**src/rtl/esq_pkg.sv**
```systemverilog
package esq_pkg;
    localparam int CONTENT_W = 10;
    localparam int TAG_W     = 6;
    localparam int WORD_W    = CONTENT_W + TAG_W;
    localparam int SRC_N     = 5;
    localparam int EVT_N     = 3;
    localparam int SEL_W     = 3;

    localparam logic [SEL_W-1:0] RD_QUEUE = '0;

    typedef struct packed {
        logic [CONTENT_W-1:0] body;
        logic [TAG_W-1:0]     tag;
    } report_t;

    function automatic logic [TAG_W-1:0] src_tag(input int idx);
        case (idx)
            0:       return 6'h04;
            1:       return 6'h08;
            2:       return 6'h0C;
            3:       return 6'h10;
            4:       return 6'h12;
            default: return 6'h00;
        endcase
    endfunction
endpackage

```
**src/rtl/esq_event_reg.sv**
```systemverilog
module esq_event_reg #(
    parameter int W = 10
) (
    input  logic         clk,
    input  logic         rst,
    input  logic [W-1:0] set_i,
    input  logic         clr_i,
    output logic [W-1:0] bits_o
);
    always_ff @(posedge clk) begin
        if (rst) begin
            bits_o <= '0;
        end else if (clr_i) begin
            bits_o <= set_i;
        end else begin
            bits_o <= bits_o | set_i;
        end
    end
endmodule

```
**src/rtl/esq_sat_counter.sv**
```systemverilog
module esq_sat_counter #(
    parameter int W = 10
) (
    input  logic         clk,
    input  logic         rst,
    input  logic         inc_i,
    input  logic         clr_i,
    output logic [W-1:0] cnt_o
);
    localparam logic [W-1:0] CNT_MAX = '1;

    always_ff @(posedge clk) begin
        if (rst) begin
            cnt_o <= '0;
        end else if (clr_i) begin
            cnt_o <= inc_i ? W'(1) : '0;
        end else if (inc_i && cnt_o != CNT_MAX) begin
            cnt_o <= cnt_o + W'(1);
        end
    end
endmodule

```
**src/rtl/esq_prio_pick.sv**
```systemverilog
module esq_prio_pick #(
    parameter int N = 5
) (
    input  logic [N-1:0] req_i,
    output logic [N-1:0] gnt_o
);
    always_comb begin
        gnt_o = '0;
        for (int i = N - 1; i >= 0; i--) begin
            if (req_i[i]) begin
                gnt_o = '0;
                gnt_o[i] = 1'b1;
            end
        end
    end
endmodule

```
**src/rtl/evt_status_queue.sv**
```systemverilog
module evt_status_queue
    import esq_pkg::*;
(
    input  logic        clk,
    input  logic        rst,
    input  logic [9:0]  rx_evt_set,
    input  logic [9:0]  tx_evt_set,
    input  logic [9:0]  buf_evt_set,
    input  logic [9:0]  rx_ie,
    input  logic [9:0]  tx_ie,
    input  logic [9:0]  buf_ie,
    input  logic        miss_inc,
    input  logic        coll_inc,
    input  logic        miss_ie,
    input  logic        coll_ie,
    input  logic        rd_en,
    input  logic [2:0]  rd_src,
    output logic [15:0] rd_data,
    output logic        irq
);
    localparam int CNT_N = SRC_N - EVT_N;

    logic [EVT_N-1:0][CONTENT_W-1:0] evt_set, evt_ie;
    logic [CNT_N-1:0]                cnt_inc, cnt_ie;
    logic [SRC_N-1:0][CONTENT_W-1:0] body;
    logic [SRC_N-1:0]                pend, gnt, sel, clr;
    report_t                         word_nxt;

    assign evt_set = {buf_evt_set, tx_evt_set, rx_evt_set};
    assign evt_ie  = {buf_ie, tx_ie, rx_ie};
    assign cnt_inc = {coll_inc, miss_inc};
    assign cnt_ie  = {coll_ie, miss_ie};

    for (genvar g = 0; g < EVT_N; g++) begin : g_evt
        esq_event_reg #(.W(CONTENT_W)) u_reg (
            .clk   (clk),
            .rst   (rst),
            .set_i (evt_set[g]),
            .clr_i (clr[g]),
            .bits_o(body[g])
        );
        assign pend[g] = |(body[g] & evt_ie[g]);
    end

    for (genvar c = 0; c < CNT_N; c++) begin : g_cnt
        esq_sat_counter #(.W(CONTENT_W)) u_cnt (
            .clk  (clk),
            .rst  (rst),
            .inc_i(cnt_inc[c]),
            .clr_i(clr[EVT_N+c]),
            .cnt_o(body[EVT_N+c])
        );
        assign pend[EVT_N+c] = body[EVT_N+c][CONTENT_W-1] & cnt_ie[c];
    end

    esq_prio_pick #(.N(SRC_N)) u_pick (
        .req_i(pend),
        .gnt_o(gnt)
    );

    // Queue pop follows the grant; a direct code selects one source outright.
    always_comb begin
        sel = '0;
        if (rd_src == RD_QUEUE) begin
            sel = gnt;
        end else begin
            for (int i = 0; i < SRC_N; i++) begin
                if (rd_src == SEL_W'(i + 1)) sel[i] = 1'b1;
            end
        end
    end

    assign clr = rd_en ? sel : '0;

    always_comb begin
        word_nxt = '0;
        for (int i = 0; i < SRC_N; i++) begin
            if (sel[i]) begin
                word_nxt.body = body[i];
                word_nxt.tag  = src_tag(i);
            end
        end
    end

    always_ff @(posedge clk) begin
        if (rst) begin
            rd_data <= '0;
        end else if (rd_en) begin
            rd_data <= word_nxt;
        end
    end

    assign irq = |pend;
endmodule

```
**config.mk**
```make
export PLATFORM = sky130hd
export DESIGN_NAME = evt_status_queue
export DESIGN_NICKNAME = d
export VERILOG_FILES = /design/src/rtl/esq_pkg.sv /design/src/rtl/esq_event_reg.sv /design/src/rtl/esq_sat_counter.sv /design/src/rtl/esq_prio_pick.sv /design/src/rtl/evt_status_queue.sv
export SDC_FILE = /design/constraint.sdc
export NUM_CORES = 1
export LEC_CHECK = 0
export ABC_AREA = 0
export BUFFER_PORTS_ARGS = -buffer_cell sky130_fd_sc_hd__buf_2
export CAP_MARGIN = 20
export CORE_MARGIN = 2
export CORE_UTILIZATION = 40
export DETAILED_ROUTE_END_ITERATION = 6
export GPL_TIMING_DRIVEN = 0
export PLACE_DENSITY_LB_ADDON = 0.1
export REMOVE_ABC_BUFFERS = 1
export SYNTH_ARGS = -nofsm -noshare
export SYNTH_HDL_FRONTEND = slang
export SYNTH_SLANG_ARGS = --single-unit
export TNS_END_PERCENT = 30
```
**constraint.sdc**
```tcl
create_clock -name clk -period 1.9 [get_ports clk]
set_input_delay 0.095 -clock clk [delete_from_list [all_inputs] [get_ports clk]]
set_output_delay 0.095 -clock clk [all_outputs]
set_load 0.005 [all_outputs]
```
==> results.sh <==
export IMPL_status="finished, violations left"
export IMPL_violations="negative setup slack"
export IMPL_first_global_vias=3180
export IMPL_ys_async_sr_fraction_pct=0
export IMPL_drt_iter0_markers=236
export IMPL_setup_tns_ps=-771
export IMPL_diodes=0
export IMPL_htree_levels=3
export IMPL_rr_worst_depth=8
export IMPL_grt_ovfl_total=0
export IMPL_ys_flop_type="dfxtp_1"
export IMPL_finClkSkew_ps=5.75
export IMPL_setup_violations=22
export IMPL_finalMaxSlewViolations=0
export IMPL_dr_wl_met2_um=5280
export IMPL_syn_cell_area_um2=3300
export IMPL_stdcell_area_um2=4720
export IMPL_ant_nets=0
export IMPL_crit_family="compound AO/OA/AOI/OAI gates"
export IMPL_dp_cells=536
export IMPL_drv_cap=0
export IMPL_synthCells=367
export IMPL_start_util_pct=40.8
export IMPL_grt_max_degree=45
export IMPL_seq_area_frac_synth_pct=38.8
export IMPL_synth_warnings=0
export IMPL_hp_start="coll_inc"
export IMPL_end_kind="flip-flop"
export IMPL_row_count=33
export IMPL_synthDistinctLibCells=50
export IMPL_path_max_fanout=4
export IMPL_ys_top_cells_by_area="dfxtp_1, a22o_1, nor2_1, a211oi_2, a22oi_1"
export IMPL_cp_common_cell="nor3_4"
export IMPL_die_area_um2=9000
export IMPL_core_um2=8090
export IMPL_dpl_cell_area_um2=3750
export IMPL_vias=3354
export IMPL_die_x_um=94.9
export IMPL_die_h_um=94.9
export IMPL_hold_depth=3
export IMPL_viasPerCell=5.48
export IMPL_worstMarginPinSlew_ps=876
export IMPL_final_cells=612
export IMPL_post_dp_hpwl_um=6670
export IMPL_r2r_slack_ps=-140
export IMPL_synth_top_area_share_pct=38.8
export IMPL_relSlewSlack_pct=41.5
export IMPL_fillCellCount=749
export IMPL_path_cells="a22oi_2, nand2_2, nor3_4, nor3_4, buf_6, a221o_1, a211oi_2, o22ai_1"
export IMPL_hold_class="in -> reg"
export IMPL_remaining_drc_errors=0
export IMPL_syn_to_final_growth_pct=42.9
export IMPL_timing_final_crit_share_pct=107
export IMPL_antenna_found_initial=0
export IMPL_p_leak_nw=1.91
export IMPL_grt_pass1_wl_um=15900
export IMPL_nets=575
export IMPL_crit_path_start="g_evt[0].u_reg.bits_o[8]"
export IMPL_routabilityCongestion=0.839
export IMPL_grt_setup_unrepaired="yes"
export IMPL_wl_met1_um=4490
export IMPL_synth_seq_cells=64
export IMPL_cts_sinks=64
export IMPL_globalRouteTotalUtil_pct=23.1
export IMPL_yosys_top_cells_count="dfxtp_1, nor2_1, a22o_1"
export IMPL_slowest_stage="dfxtp_4"
export IMPL_multiInputGateArea_um2=2130
export IMPL_clock_latency_ps=350
export IMPL_crit_type="reg -> reg"
export IMPL_path_depth=8
export IMPL_finalHoldViolations=0
export IMPL_vdd_drop_max_mv=0.336
export IMPL_synth_edff_count=0
export IMPL_cts_tree="done"
export IMPL_required_ps=2110
export IMPL_synth_most_common_cell="dfxtp_1"
export IMPL_cts_buffers=9
export IMPL_drt_wl_total_um=10400
export IMPL_port_buffers=84
export IMPL_setup_ws_ps=-135
export IMPL_critPathArrivalTime_ps=2240
export IMPL_finalPower_mw=3.33
export IMPL_cp_buffers_inverters=1
export IMPL_powerDensity_nw_per_um2=705
export IMPL_wl_per_cell_um=17.0
export IMPL_reg2reg_to="rd_data[11]"
export IMPL_r2r_start="g_evt[0].u_reg.bits_o[8]"
export IMPL_start_kind="flip-flop"
export IMPL_min_to="g_cnt[1].u_cnt.cnt_o[0]"
export IMPL_drive_gt1_share_pct=38.9
export IMPL_cts_buffer_depth=2
export IMPL_met3_length_um=480
export IMPL_dr_max_layer_used="met4"
export IMPL_io_pins=87
export IMPL_max_freq_ghz=0.491
export IMPL_dr_pass1_iters=4
export IMPL_seqCellArea_um2=1310
export IMPL_fin_crit_ps=2040
export IMPL_clk_pin_slew_worst_paths_ps=70
export IMPL_syn_avg_cell_area_um2=9.00
export IMPL_synth_area_leader_cell="dfxtp_1"
export IMPL_cts_root_buffer="clkbuf_8"
export IMPL_critPathMaxStageDelay_ps=350
worst max path at each step:
stage | slack (ps) | end
final | -140 | rd_data[11]
after global routing | -170 | rd_data[12]
after CTS | -60 | rd_data[9]
after detailed placement | -410 | g_cnt[0].u_cnt.cnt_o[7]
after global placement | -770 | g_evt[0].u_reg.bits_o[9]
after floorplan | -50 | g_evt[2].u_reg.bits_o[0]
layer usage:
metal,up-vias,track usage (%)
li1,1646,-
met1,1597,29.5
met2,94,38.9
met3,17,3.83
met4,0,8.57
met5,-,0
power breakdown:
part / switching, mW / leakage (nW) / internal [mW]
Combinational: 0.317 / 1.27 / 0.328
Clock: 0.525 / 0.0989 / 0.628
Sequential: 0.100 / 0.532 / 1.43
cell type report:
cell class / instances / share of cell area, %
flip-flops and latches: 64 / 27.6
clock buffers: 11 / 2.99
repair buffers: 142 / 20.3
multi-input cells: 282 / 45.0
well taps: 105 / 2.78
inverters: 4 / 0.318
clock inverters: 4 / 0.954
cells by family (layout without fill, tap and decap cells):
group | count (synthesis) | after routing | share of synthesized area, %
XOR/XNOR | 18 | 18 | 4.77
multiplexers | 4 | 4 | 1.21
other | 1 | 2 | 0.113
AO/OA/AOI/OAI | 118 | 119 | 29.0
adder cells (fa/ha/maj) | 2 | 2 | 0.757
buffers and inverters | 26 | 161 | 3.82
AND/OR/NAND/NOR | 134 | 137 | 21.5
flip-flops | 64 | 64 | 38.8
cell usage in the layout (no fill, tap or decap), drive strengths merged, types with 2 or more instances in the layout:
master	netlist	routed
mux2i	4	4
xnor2	9	9
o211ai	9	9
nand3	10	10
and3	2	2
nand4	7	7
a21oi	15	15
dlygate4sd3	0	30
inv	4	4
a211oi	10	10
and2	2	3
o2111ai	2	2
nor3	6	6
nand2b	3	3
and4	4	4
a22o	28	28
o22ai	8	8
nand2	20	21
o21a	3	3
nor2	60	60
conb	1	2
xor2	9	9
nor3b	4	4
nor4	4	4
dfxtp	64	64
nor2b	11	12
buf	12	112
clkbuf	10	11
o21ai	4	4
a22oi	15	15
a31oi	11	12
a221o	8	8
ha	2	2
clkinv	0	3
state kept, by name, indices dropped and copies added, names as in the netlist:
name,flops
g_evt.u_reg.bits_o,30
g_cnt.u_cnt.cnt_o,20
rd_data,14
worst min-delay path: stages:
cell	delay, ps
buf_2	90
nor3b_1	50
nor3_1	100
per-stage QoR:
stage / hold slack (ps) / setup slack, ps / util [%]
2_1_floorplan: 160 / -46.0 / -
3_3_place_gp: 301 / -767 / 46.3
3_5_place_dp: 308 / -409 / 46.4
4_1_cts: 50.9 / -60.6 / 56.5
5_1_grt: 46.6 / -172 / 58.4
6_report: 32.9 / -135 / 58.4
what timing repair did:
| action | 4_1_cts | 5_1_grt |
|---|---|---|
| pin swaps | 24 | 20 |
| resized for setup | 47 | 17 |
| buffers inserted | 21 | 6 |
| setup endpoints to repair | 65 | 64 |
| gates cloned | 1 | 3 |
| endpoints found under the hold margin | 30 | 0 |
| hold buffers | 30 | 0 |
Power figures use the tool's default switching activity.
